File: src/rtl/mono_raster_pkg.sv
package mono_raster_pkg;

  typedef enum logic {
    SEL_ORIGIN = 1'b0,
    SEL_IRQCTL = 1'b1
  } reg_sel_e;

  function automatic logic in_win(int x, int lo, int hi);
    return (x >= lo) && (x < hi);
  endfunction

  function automatic int line_step(int line, int lines);
    return (line + 1 >= lines) ? 0 : line + 1;
  endfunction

  function automatic int word_index(int line, int word, int wpl);
    return line * wpl + word;
  endfunction

  function automatic int origin_to_line(int org, int step);
    return org * step;
  endfunction

endpackage

File: src/rtl/mono_raster_timing.sv
module mono_raster_timing
  import mono_raster_pkg::*;
#(
  parameter int H_VIS  = 1024,
  parameter int H_FP   = 12,
  parameter int H_SYNC = 128,
  parameter int H_BP   = 116,
  parameter int V_VIS  = 864,
  parameter int V_FP   = 0,
  parameter int V_SYNC = 3,
  parameter int V_BP   = 34,
  localparam int H_TOT = H_VIS + H_FP + H_SYNC + H_BP,
  localparam int V_TOT = V_VIS + V_FP + V_SYNC + V_BP,
  localparam int HCW   = $clog2(H_TOT),
  localparam int VCW   = $clog2(V_TOT)
) (
  input  logic           clk,
  input  logic           rst,
  output logic [HCW-1:0] hcnt,
  output logic [VCW-1:0] vcnt,
  output logic           hsync,
  output logic           vsync,
  output logic           hblank,
  output logic           vblank,
  output logic           line_end,
  output logic           vblank_start,
  output logic           eof_evt
);

  localparam int HS_BEG = H_VIS + H_FP;
  localparam int HS_END = HS_BEG + H_SYNC;
  localparam int VS_BEG = V_VIS + V_FP;
  localparam int VS_END = VS_BEG + V_SYNC;

  logic frame_last;

  assign line_end     = (int'(hcnt) == H_TOT - 1);
  assign frame_last   = (int'(vcnt) == V_TOT - 1);
  assign vblank_start = line_end && (int'(vcnt) == V_VIS - 1);
  assign eof_evt      = line_end && (int'(vcnt) == VS_END - 1);

  always_ff @(posedge clk) begin
    if (rst) begin
      hcnt <= '0;
      vcnt <= '0;
    end else if (line_end) begin
      hcnt <= '0;
      vcnt <= frame_last ? '0 : vcnt + 1'b1;
    end else begin
      hcnt <= hcnt + 1'b1;
    end
  end

  assign hsync  = in_win(int'(hcnt), HS_BEG, HS_END);
  assign vsync  = in_win(int'(vcnt), VS_BEG, VS_END);
  assign hblank = int'(hcnt) >= H_VIS;
  assign vblank = int'(vcnt) >= V_VIS;

endmodule

File: src/rtl/mono_raster_fetch.sv
module mono_raster_fetch
  import mono_raster_pkg::*;
#(
  parameter int WORD_W      = 32,
  parameter int H_VIS       = 1024,
  parameter int H_TOT       = 1280,
  parameter int V_VIS       = 864,
  parameter int V_TOT       = 901,
  parameter int STORE_LINES = 1024,
  localparam int HCW    = $clog2(H_TOT),
  localparam int VCW    = $clog2(V_TOT),
  localparam int LINE_W = $clog2(STORE_LINES),
  localparam int WPL    = H_VIS / WORD_W,
  localparam int ADDR_W = $clog2(STORE_LINES * WPL),
  localparam int WB     = $clog2(WORD_W)
) (
  input  logic              clk,
  input  logic              rst,
  input  logic [HCW-1:0]    hcnt,
  input  logic [VCW-1:0]    vcnt,
  input  logic              line_end,
  input  logic              vblank_start,
  input  logic [LINE_W-1:0] origin_line,
  output logic              fetch_req,
  output logic [ADDR_W-1:0] fetch_addr,
  output logic              load_word
);

  // store line shown on the current visible row; during blanking it
  // already holds the top line of the coming frame
  logic [LINE_W-1:0] row_q;
  logic head_win, tail_win, next_vis, next_top, row_vis;
  int   sel_line, sel_word;

  always_comb begin
    row_vis  = int'(vcnt) < V_VIS;
    next_vis = int'(vcnt) < V_VIS - 1;
    next_top = int'(vcnt) == V_TOT - 1;
    head_win = row_vis && (int'(hcnt) < H_VIS - WORD_W);
    tail_win = (int'(hcnt) >= H_TOT - WORD_W) && (next_vis || next_top);
    sel_line = int'(row_q);
    sel_word = int'(hcnt) / WORD_W + 1;
    if (tail_win) begin
      sel_word = 0;
      if (next_vis) sel_line = line_step(int'(row_q), STORE_LINES);
    end
  end

  assign fetch_addr = (head_win || tail_win)
                    ? ADDR_W'(word_index(sel_line, sel_word, WPL)) : '0;

  assign fetch_req = (head_win && (hcnt[WB-1:0] == '0)) ||
                     (tail_win && (int'(hcnt) == H_TOT - WORD_W));

  assign load_word = (line_end && (next_vis || next_top)) ||
                     (row_vis && (int'(hcnt) < H_VIS - 1) && (hcnt[WB-1:0] == '1));

  always_ff @(posedge clk) begin
    if (rst) begin
      row_q <= '0;
    end else if (vblank_start) begin
      row_q <= origin_line;
    end else if (line_end && next_vis) begin
      row_q <= LINE_W'(line_step(int'(row_q), STORE_LINES));
    end
  end

endmodule

File: src/rtl/mono_raster_shifter.sv
module mono_raster_shifter #(
  parameter int WORD_W = 32
) (
  input  logic              clk,
  input  logic              rst,
  input  logic              load,
  input  logic [WORD_W-1:0] data,
  input  logic              blank,
  output logic              pixel
);

  logic [WORD_W-1:0] sh_q;

  always_ff @(posedge clk) begin
    if (rst)       sh_q <= '0;
    else if (load) sh_q <= data;
    else           sh_q <= {1'b0, sh_q[WORD_W-1:1]};
  end

  assign pixel = sh_q[0] & ~blank;

endmodule

File: src/rtl/mono_raster_ctl.sv
module mono_raster_ctl
  import mono_raster_pkg::*;
#(
  parameter int ORG_W = 8
) (
  input  logic             clk,
  input  logic             rst,
  input  logic             we,
  input  logic             sel,
  input  logic [ORG_W-1:0] wdata,
  input  logic             eof_evt,
  output logic [ORG_W-1:0] origin_q,
  output logic             mask_q,
  output logic             pend_q,
  output logic             ack_evt,
  output logic             irq
);

  logic ctl_wr;

  assign ctl_wr  = we && (reg_sel_e'(sel) == SEL_IRQCTL);
  assign ack_evt = ctl_wr && wdata[1];

  always_ff @(posedge clk) begin
    if (rst) begin
      origin_q <= '0;
      mask_q   <= 1'b0;
      pend_q   <= 1'b0;
    end else begin
      if (we && (reg_sel_e'(sel) == SEL_ORIGIN)) origin_q <= wdata;
      if (ctl_wr) mask_q <= wdata[0];
      if (eof_evt)      pend_q <= 1'b1;
      else if (ack_evt) pend_q <= 1'b0;
    end
  end

  assign irq = pend_q & mask_q;

endmodule

File: src/rtl/mono_raster_gen.sv
module mono_raster_gen
  import mono_raster_pkg::*;
#(
  parameter int WORD_W      = 32,
  parameter int H_VIS       = 1024,
  parameter int H_FP        = 12,
  parameter int H_SYNC      = 128,
  parameter int H_BP        = 116,
  parameter int V_VIS       = 864,
  parameter int V_FP        = 0,
  parameter int V_SYNC      = 3,
  parameter int V_BP        = 34,
  parameter int STORE_LINES = 1024,
  parameter int ORG_W       = 8,
  localparam int ADDR_W = $clog2(STORE_LINES * (H_VIS / WORD_W))
) (
  input  logic              clk,
  input  logic              rst,
  input  logic              reg_we,
  input  logic              reg_sel,
  input  logic [ORG_W-1:0]  reg_wdata,
  input  logic [WORD_W-1:0] fetch_data,
  output logic              hsync,
  output logic              vsync,
  output logic              blank,
  output logic              fetch_req,
  output logic [ADDR_W-1:0] fetch_addr,
  output logic              pixel,
  output logic              irq
);

  localparam int H_TOT  = H_VIS + H_FP + H_SYNC + H_BP;
  localparam int V_TOT  = V_VIS + V_FP + V_SYNC + V_BP;
  localparam int HCW    = $clog2(H_TOT);
  localparam int VCW    = $clog2(V_TOT);
  localparam int LINE_W = $clog2(STORE_LINES);
  localparam int STEP   = STORE_LINES >> ORG_W;

  logic [HCW-1:0]    hcnt;
  logic [VCW-1:0]    vcnt;
  logic              hblank, vblank;
  logic              line_end, vblank_start, eof_evt;
  logic              load_word;
  logic [ORG_W-1:0]  origin_q;
  logic [LINE_W-1:0] origin_line;
  logic              mask_q, pend_q, ack_evt;

  mono_raster_timing #(
    .H_VIS(H_VIS), .H_FP(H_FP), .H_SYNC(H_SYNC), .H_BP(H_BP),
    .V_VIS(V_VIS), .V_FP(V_FP), .V_SYNC(V_SYNC), .V_BP(V_BP)
  ) u_timing (
    .clk(clk), .rst(rst), .hcnt(hcnt), .vcnt(vcnt),
    .hsync(hsync), .vsync(vsync), .hblank(hblank), .vblank(vblank),
    .line_end(line_end), .vblank_start(vblank_start), .eof_evt(eof_evt)
  );

  assign blank       = hblank | vblank;
  assign origin_line = LINE_W'(origin_to_line(int'(origin_q), STEP));

  mono_raster_fetch #(
    .WORD_W(WORD_W), .H_VIS(H_VIS), .H_TOT(H_TOT),
    .V_VIS(V_VIS), .V_TOT(V_TOT), .STORE_LINES(STORE_LINES)
  ) u_fetch (
    .clk(clk), .rst(rst), .hcnt(hcnt), .vcnt(vcnt),
    .line_end(line_end), .vblank_start(vblank_start),
    .origin_line(origin_line), .fetch_req(fetch_req),
    .fetch_addr(fetch_addr), .load_word(load_word)
  );

  mono_raster_shifter #(.WORD_W(WORD_W)) u_shift (
    .clk(clk), .rst(rst), .load(load_word), .data(fetch_data),
    .blank(blank), .pixel(pixel)
  );

  mono_raster_ctl #(.ORG_W(ORG_W)) u_ctl (
    .clk(clk), .rst(rst), .we(reg_we), .sel(reg_sel), .wdata(reg_wdata),
    .eof_evt(eof_evt), .origin_q(origin_q), .mask_q(mask_q),
    .pend_q(pend_q), .ack_evt(ack_evt), .irq(irq)
  );

endmodule

File: config.mk
export PLATFORM = sky130hd
export DESIGN_NAME = mono_raster_gen
export DESIGN_NICKNAME = d
export VERILOG_FILES = /design/src/rtl/mono_raster_pkg.sv /design/src/rtl/mono_raster_timing.sv /design/src/rtl/mono_raster_fetch.sv /design/src/rtl/mono_raster_shifter.sv /design/src/rtl/mono_raster_ctl.sv /design/src/rtl/mono_raster_gen.sv
export SDC_FILE = /design/constraint.sdc
export NUM_CORES = 1
export LEC_CHECK = 0
export BUFFER_PORTS_ARGS = -buffer_cell sky130_fd_sc_hd__buf_4
export CORE_MARGIN = 5
export CORE_UTILIZATION = 35
export CTS_BUF_LIST = sky130_fd_sc_hd__clkbuf_2 sky130_fd_sc_hd__clkbuf_4 sky130_fd_sc_hd__clkbuf_8
export DETAILED_ROUTE_END_ITERATION = 16
export PLACE_DENSITY = 0.61
export SLEW_MARGIN = 25
export SYNTH_ARGS = -nofsm -noshare
export SYNTH_HDL_FRONTEND = slang
export SYNTH_SLANG_ARGS = --single-unit
export TNS_END_PERCENT = 20
File: constraint.sdc
create_clock -name clk -period 5.1 [get_ports clk]
set_input_delay 1.53 -clock clk [delete_from_list [all_inputs] [get_ports clk]]
set_output_delay 1.53 -clock clk [all_outputs]
set_load 0.01 [all_outputs]
# --- Word level (Yosys, flattened, before mapping) ---
# Index checks and enable logic that the tools add are counted.
totals:
  register_bits: 73
  latchBits: 0
  mem_bits_rw: 0
  romBits: 0
  in_bits: 44
  out_inout_bits: 21
  elab_cells: 73
  n_memories: 0
classes:
  addsub: 5
  n_mul: 0
  div: 0
  n_lt_le_gt_ge: 11
  eq_ne: 6
  n_shift: 0
  mux: 11
  bitwise: 6
  n_reduce_logical: 25
op_table:
  columns: ["op", "count"]
  rows:
  - ["$mux W10", 6]
  - ["$ge A11 B11 Y1 const B", 4]
  - ["$mux W31", 1]
  - ["$lt A10 B10 Y1 const B", 3]
  - ["$eq A11 B11 Y1 const B", 2]
  - ["$lt A11 B10 Y1 const B", 2]
  - ["$eq A10 B9 Y1 const B", 2]
  - ["$add A15 B15 Y15", 1]
  - ["$logic_and A1 B1 Y1", 15]
  - ["$mux W15", 1]
  - ["$add A10 B1 Y11 const B", 1]
  - ["$add A11 B1 Y11 const B", 1]
  - ["$lt A11 B11 Y1 const B", 1]
  - ["$add A10 B1 Y10 const B", 1]
  - ["$eq A10 B8 Y1 const B", 1]
  - ["$ge A10 B10 Y1 const B", 1]
  - ["$add A6 B1 Y7 const B", 1]
  - ["$mux W7", 1]
  - ["$reduce_or A2 Y1", 3]
  - ["$eq A5 B5 Y1 const B", 1]
  - ["$logic_not A5 Y1", 1]
  - ["$logic_or A1 B1 Y1", 4]
  - ["$reduce_bool A2 Y1", 2]
  - ["$not A1 Y1", 3]
  - ["3 further kinds", 5]

# --- Longest topological paths before layout ---
# Gate-level depths: netlist (run 1).
logic_depth:
  depth_word: 7
  ltp_mapped: 14
  depth_no_buf: 13

# --- By module ---
# A second synthesis (run 1) with hierarchy kept.
hier_totals:
  cells_unflattened: 499
  area_unflattened_um2: 4297.9
by_module_without_submodules:
  columns: ["mod", "instances", "cells_each", "area_each_um2"]
  rows:
  - ["mono_raster_fetch", 1, 217, 1526.5]
  - ["mono_raster_shifter", 1, 103, 1166.1]
  - ["mono_raster_timing", 1, 131, 1096.1]
  - ["mono_raster_ctl", 1, 46, 499.2]
  - ["mono_raster_gen", 1, 2, 10.0]

# --- Worst setup path after synthesis (run 1) ---
# Ideal clock, no wire load.
synth_path:
  path_kind: "register to output"
  from: "register u_timing.vcnt[1]"
  to: "output fetch_addr[14]"
  arrival_ns: 2.983
  path_slack_ns: 0.587
  stages_incl_launch_ff: 14
  path_buffers: 1
  cell_sequence: "dfxtp_1 ha_1 nand4_1 o22ai_2 nor2_1 clkbuf_1 nand2_1 nand2_1 ha_1 a21o_1 and2_1 o211ai_1 nor2b_1 mux2_1"
synth_between:
  elab_chain_cells: 6
  word_cells_on_any_way: 12
synth_rtl:
  columns: ["element", "line_no", "source"]
  rows:
  - ["from (decl)", "mono_raster_timing.sv:20", "output logic [VCW-1:0] vcnt,"]
  - ["from (signal assigned)", "mono_raster_timing.sv:48", "vcnt <= frame_last ? '0 : vcnt + 1'b1;"]
  - ["$lt A10 B10 Y1 or $eq A10 B8 Y1 (tied branches)", "mono_raster_fetch.sv:37, mono_raster_fetch.sv:38", null]
  - ["$logic_or A1 B1 Y1", "mono_raster_fetch.sv:40", "tail_win = (int'(hcnt) >= H_TOT - WORD_W) && (next_vis || next_top);"]
  - ["$logic_and A1 B1 Y1", "mono_raster_fetch.sv:40", null]
  - ["$mux W10 or $mux W7 (tied branches)", "mono_raster_fetch.sv:43", "if (tail_win) begin"]
  - ["$add A15 B15 Y15", "mono_raster_pkg.sv:17", "return line * wpl + word;"]
  - ["$mux W15 (*)", "mono_raster_fetch.sv:50", "? ADDR_W'(word_index(sel_line, sel_word, WPL)) : '0;"]
  - ["to (decl)", "mono_raster_gen.sv:27", "output logic [ADDR_W-1:0] fetch_addr,"]
# Mark *: on every way between the ends. The rest lies on a longest branch, timed or not.

# --- Worst setup path in the final report (run 1) ---
layout_path:
  from: "register u_timing.vcnt[9]"
  to: "output fetch_addr[14]"
# Same word-level chain as after synthesis.

==> results.py, run 1 <==
metrics = {
    "floorplanning": {
        "initial_core_util_pct": 36.0,
        "rows": 39,
        "die_area_mm2": 0.0141,
        "die_h_um": 119,
        "coreArea_mm2": 0.0115,
        "die_w_um": 119,
        "ios": 65,
    },
    "setup_path": {
        "endpoint_kind": "output port",
        "arrival_ns": 3.34,
        "cpMaxStageDelayCell": "or4_4",
        "crit_family": "simple AND/OR/NAND/NOR gates",
        "critPathKind": "reg2out",
        "worst-path-buf-inv": 1,
        "slowest_delay_ns": 0.46,
        "crit_fanout": 4,
        "start_kind": "register",
        "required_ns": 3.57,
        "path_cells": "nand3_1 > or2_4 > or4_4 > a21oi_2 > nor2_1 > ha_1 > a21o_1 > and2_1 > o211ai_1 > nor2b_1 > mux2_1 > buf_4",
    },
    "synth": {
        "ys_seq_elements": 73,
        "avgSynthCellArea_um2": 8.16,
        "ys_async_sr_fraction_pct": 0,
        "netlist_area_mm2": 0.00413,
        "synth_nets": 563,
        "synthFlopType": "dfxtp_1",
        "yosysSeqAreaShare_pct": 35.4,
        "synth.distinct_cells": 58,
        "synth_warnings": 0,
        "synth_edf_count": 0,
        "synthCells": 506,
    },
    "grt": {
        "track_usage_pct": 13.8,
        "antenna_found_initial": 0,
        "grt_pass1_vias": 3516,
        "grt_max_degree": 58,
        "gr-total-overflow": 0,
        "grt_pass1_wl_um": 16500,
    },
    "finish": {
        "nFillCells": 1150,
        "mostFrequentLayoutCells": "nand2_1, buf_4, dfxtp_1, nor2_1, a21oi_2",
        "stdcell_area_mm2": 0.00490,
        "layout.nets": 615,
        "multiInputGateArea_mm2": 0.00249,
        "syn2layout_area_growth_pct": 18.7,
        "diodes": 0,
        "regArea_mm2": 0.00147,
        "layout_commonest_cell": "nand2_1",
        "drive_gt1_share_pct": 29.1,
    },
    "place": {
        "gp_congestion": 0.915,
        "dp.final_hpwl_um": 7130,
        "port_buffers": 64,
        "post_dp_cell_area_mm2": 0.00465,
    },
    "timing": {
        "maxSlewHeadroom_pct": 44.1,
        "worst_clock_skew_ns": 0.0106,
        "drv_slew": 0,
        "tightest_slew_ns": 0.837,
        "max_freq_mhz": 205,
        "period_needed_ns": 4.87,
        "setup_viol": 0,
        "hold_violations": 0,
        "setup_tns_ns": 0,
        "rsz0062_at_grt": "no",
        "finalCritPeriodShare_pct": 95.5,
    },
    "detailed_routing": {
        "ant_nets": 0,
        "dr_total_vias": 3519,
        "drtIter0Drc": 165,
        "routed_wl_um": 9630,
        "routedWlPerCell_um": 13.6,
        "viasPerCell": 4.98,
        "post-route-drc-count": 0,
        "firstDrtPassIters": 4,
    },
    "clock_tree": {
        "clock_latency_ns": 0.34,
        "cts_tree": "built",
        "h-tree-depth": 3,
        "clkTransAtPathRegs_ns": 0.07,
        "cts_root_buf": "clkbuf_8",
        "cts-buffers-inserted": 9,
        "clock_path_buffers": 2,
        "clock_sinks": 73,
    },
    "pwr": {
        "leakage_nw": 1.86,
        "intPower_w": 0.000837,
        "comb_power_share_pct": 5.3,
        "p_sw_share_pct": 22.9,
        "max-vdd-ir-drop_mv": 0.114,
        "p_sw_w": 0.000249,
        "p_seq_share_pct": 53.3,
        "clock_power_share_pct": 41.3,
        "power.density_mw_per_mm2": 222,
    },
    "outcome": {
        "status": "completed",
    },
    "hold_path": {
        "hold_path.class": "reg2reg",
    },
    "run": {
        "max_cap_viol_count": 0,
    },
}
-- flip-flops by register name (all words and copies together) (netlist names) --
name	count
u_ctl.origin_q	8
u_timing.vcnt	10
u_ctl.pend_q	1
u_shift.sh_q	32
u_fetch.row_q	10
u_timing.hcnt	11
u_ctl.mask_q	1
-- final timing paths --
path	slack (ns)	startpoint	endpoint	depth (start not counted)
worst max register to register	2.26	u_timing.hcnt[10]$_SDFF_PP0_	u_shift.sh_q[18]$_SDFF_PP0_	7
worst max-delay path	0.23	u_timing.vcnt[9]$_SDFFE_PP0P_	fetch_addr[14]	12
worst min-delay path	0.44	u_shift.sh_q[1]$_SDFF_PP0_	u_shift.sh_q[0]$_SDFF_PP0_	2
worst min register to register	0.44	u_shift.sh_q[1]$_SDFF_PP0_	u_shift.sh_q[0]$_SDFF_PP0_	2
-- worst register-to-register path, stage by stage, from the launching register on --
cell and delay, ns:
dfxtp_1 0.50, or3b_4 0.46, or4_1 0.70, nor2_1 0.26, or3_1 0.16, buf_4 0.41
nand2_1 0.14, a21oi_2 0.13
-- logic make-up (layout without fill, tap and decap cells) --
family | after synthesis | count (layout) | synth area share (%)
compound gates | 93 | 93 | 16.0
xor+xnor | 30 | 30 | 6.37
fa+ha+maj | 13 | 13 | 4.12
buf+inv | 40 | 97 | 5.25
flops | 73 | 73 | 35.4
mux | 11 | 11 | 2.70
simple gates | 246 | 246 | 30.1
-- synthesized netlist by cell type, types with 3 or more instances --
master,number,area [um^2]
nand2_1,70,263
nor2_1,61,229
nor3_1,12,60.1
a21o_1,3,22.5
ha_1,12,150
nor3b_1,3,22.5
o211ai_1,3,22.5
inv_1,12,45.0
xnor2_1,14,123
a32oi_1,4,35.0
clkbuf_1,17,63.8
and2_1,7,43.8
o21ai_1,6,30.0
dfxtp_1,73,1460
or4_1,4,30.0
mux2i_1,10,100
buf_2,3,15.0
nand4_1,6,37.5
buf_4,3,22.5
o21ai_0,5,25.0
xor2_1,16,140
nand2_2,29,181
a21oi_1,24,120
a22oi_1,4,30.0
or3_1,3,18.8
a31oi_1,3,18.8
nor4_1,3,18.8
nand3_1,21,105
a21oi_2,30,263
and3_1,6,37.5
nor2b_1,7,43.8
-- stage by stage --
step | cells | setup WS (ns) | power (W) | hold slack, ns | utilization [%]
after global routing | 706 | 0.0227 | 0.00113 | 0.460 | 42.7
after CTS | 705 | 0.0317 | 0.00110 | 0.441 | 42.4
after detailed placement | 689 | 0.322 | 0.000651 | 0.433 | 40.5
final | 706 | 0.230 | 0.00109 | 0.438 | 42.7
after global placement | 689 | 0.455 | 0.000651 | 0.429 | 40.5
after floorplan | 506 | 0.587 | 0.000616 | 0.417 | -
-- timing repair --
item	in CTS	in global routing
hold buffers	0	0
gates cloned	0	0
gates resized for setup	2	10
setup buffers	0	1
endpoints found under the setup margin	2	5
-- area by class of cell --
cell class,instances,share of cell area [%]
Multi-Input combinational cell,393,50.8
Sequential cell,73,29.9
Timing Repair Buffer,69,10.6
Clock buffer,13,3.65
Tap cell,143,3.65
Inverter,12,0.920
Clock inverter,3,0.434
-- metal layers --
metal / GRT usage [%] / part of all wire (%) / vias to the layer above
met2: 22.0 / 44 / 75
li1: - / - / 1822
met4: 4.68 / 1.8 / 0
met3: 3.58 / 5.1 / 16
met5: 0 / 0 / -
met1: 18.2 / 49 / 1606
-- power groups by stage --
| stage | sequential, W | clock, W | combinational [W] |
|---|---|---|---|
| 6_report | 0.000579 | 0.000449 | 0.0000579 |
| 5_1_grt | 0.000580 | 0.000485 | 0.0000641 |
| 4_1_cts | 0.000579 | 0.000462 | 0.0000587 |
| 3_5_place_dp | 0.000593 | 0 | 0.0000587 |
| 3_3_place_gp | 0.000593 | 0 | 0.0000581 |
| 2_1_floorplan | 0.000591 | 0 | 0.0000244 |
No activity file was read; power rests on OpenSTA's default activity.
==> run 2: changes to the inputs <==
--- a/config.mk
+++ b/config.mk
@@ -10,7 +10,8 @@
 export CORE_UTILIZATION = 35
 export CTS_BUF_LIST = sky130_fd_sc_hd__clkbuf_2 sky130_fd_sc_hd__clkbuf_4 sky130_fd_sc_hd__clkbuf_8
 export DETAILED_ROUTE_END_ITERATION = 16
-export PLACE_DENSITY = 0.61
+export GPL_ROUTABILITY_DRIVEN = 0
+export PLACE_DENSITY_LB_ADDON = 0.3
 export SLEW_MARGIN = 25
 export SYNTH_ARGS = -nofsm -noshare
 export SYNTH_HDL_FRONTEND = slang
==> run 2 against run 1 <==
  * Worst hold slack improved by 0.0029 ns
  * Maximum frequency shrank 0.23%
  * First-iteration DRC count is 23% higher
==> results.py, run 2 (synthesis gave the netlist of run 1 again) <==
metrics = {
    "finish": {
        "syn2layout_area_growth_pct": 19.2,
        "largest_register_ffs": 32,
        "mostFrequentLayoutCells": "nand2_1, dfxtp_1, buf_4, nor2_1, a21oi_2",
        "regMostFlops": "u_shift.sh_q",
        "nFillCells": 1140,
        "diodes": 0,
        "drive_gt1_share_pct": 29.1,
        "largestRegisters": "u_shift.sh_q (32), u_timing.hcnt (11)",
        "layout.nets": 615,
    },
    "setup_path": {
        "start_kind": "register",
        "r2r_start": "u_timing.hcnt[10]$_SDFF_PP0_",
        "critPathKind": "reg2out",
        "r2r_cells": 7,
        "endpoint_kind": "output port",
        "required_ns": 3.57,
        "startpoint": "u_timing.vcnt[8]$_SDFFE_PP0P_",
        "crit_fanout": 4,
        "arrival_ns": 3.35,
    },
    "timing": {
        "hold_violations": 0,
        "worst_slack_ns": 0.219,
        "rsz0062_at_grt": "no",
        "drv_slew": 0,
        "tightest_slew_ns": 0.873,
        "maxSlewHeadroom_pct": 41.7,
        "finalCritPeriodShare_pct": 95.7,
        "setup_tns_ns": 0,
        "period_needed_ns": 4.88,
        "setup_viol": 0,
        "worst_clock_skew_ns": 0.0128,
        "max_freq_mhz": 205,
    },
    "grt": {
        "gr-total-overflow": 0,
        "track_usage_pct": 13.6,
        "grt_pass1_vias": 3448,
        "grt_max_degree": 58,
        "antenna_found_initial": 0,
        "grt_pass1_wl_um": 16400,
    },
    "floorplanning": {
        "ios": 65,
        "initial_core_util_pct": 36.0,
        "rows": 39,
        "die_area_mm2": 0.0141,
        "die_w_um": 119,
        "coreArea_mm2": 0.0115,
        "die_h_um": 119,
    },
    "detailed_routing": {
        "post-route-drc-count": 0,
        "ant_nets": 0,
        "drtIter0Drc": 203,
        "routed_wl_um": 9550,
        "routedWlPerCell_um": 13.5,
        "firstDrtPassIters": 4,
        "dr_total_vias": 3561,
        "viasPerCell": 5.04,
    },
    "pwr": {
        "leakage_nw": 1.86,
        "power.density_mw_per_mm2": 224,
        "max-vdd-ir-drop_mv": 0.101,
        "p_seq_share_pct": 52.4,
        "comb_power_share_pct": 5.2,
        "clock_power_share_pct": 42.3,
        "intPower_w": 0.000837,
        "p_sw_share_pct": 24.2,
        "p_sw_w": 0.000267,
    },
    "clock_tree": {
        "clock_latency_ns": 0.34,
        "cts_hold_buf": 0,
        "clkTransAtPathRegs_ns": 0.09,
        "cts-buffers-inserted": 9,
        "cts_tree": "built",
        "h-tree-depth": 3,
        "clock_sinks": 73,
        "clock_path_buffers": 2,
        "cts_root_buf": "clkbuf_8",
    },
    "hold_path": {
        "min_from": "u_shift.sh_q[17]$_SDFF_PP0_",
        "hold_path.class": "reg2reg",
        "min_path_cells": 2,
    },
    "run": {
        "max_cap_viol_count": 0,
    },
    "place": {
        "port_buffers": 64,
        "dp.final_hpwl_um": 7020,
        "place_ws_ns": 0.387,
    },
    "outcome": {
        "status": "completed",
    },
}
[run 2: final timing paths]
check,endpoint,slack (ns)
min,u_shift.sh_q[16]$_SDFF_PP0_,0.44
max reg2reg,u_shift.sh_q[18]$_SDFF_PP0_,1.78
max,fetch_addr[14],0.22
min reg2reg,u_shift.sh_q[16]$_SDFF_PP0_,0.44
[run 2: stage by stage]
step	util [%]	std cells	power [W]	area (um^2)	hold WS, ns
after CTS	42.4	705	0.00112	4860	0.445
final	42.9	706	0.00110	4920	0.441
after floorplan	-	506	0.000616	4130	0.417
after global placement	40.5	689	0.000650	4650	0.429
after global routing	42.9	706	0.00115	4920	0.460
after detailed placement	40.5	689	0.000651	4650	0.432
[run 2: power groups by stage]
stage	Clock, W	Combinational, W	Sequential, W
6_report	0.000467	0.0000575	0.000579
5_1_grt	0.000507	0.0000629	0.000580
4_1_cts	0.000479	0.0000584	0.000579
3_5_place_dp	0	0.0000584	0.000593
3_3_place_gp	0	0.0000577	0.000592
2_1_floorplan	0	0.0000244	0.000591
[run 2: timing repair]
action                                  CTS  global route
endpoints found under the setup margin    2             5
setup buffers                             0             1
hold endpoints to repair                  0             0
resized for setup                         2            12
pin swaps                                 0             2
[run 2: worst max-delay path, stage by stage (launching register included)]
cell and delay, ns:
dfxtp_1 0.40, nand3_2 0.17, or2_4 0.29, or4_4 0.48, a21oi_4 0.19, nor2_1 0.10
ha_1 0.28, a21o_1 0.14, and2_1 0.18, o211ai_1 0.15, nor2b_1 0.17, mux2_1 0.33
buf_4 0.14
[run 2: routing by layer]
metal  part of all wire (%)  global-route usage [%]
met1                     48                    18.5
met2                     45                    21.0
met3                    6.2                    3.92
met4                   0.98                    3.61
met5                      0                       0
[run 2: cell type report]
cell class	instances	area, um^2	area share, %
clock buffers	9	124	2.52
clock inverters	7	80.1	1.63
inverters	12	45.0	0.916
multi-input cells	393	2510	51.0
flip-flops and latches	73	1470	29.8
well taps	143	179	3.64
repair buffers	69	518	10.5
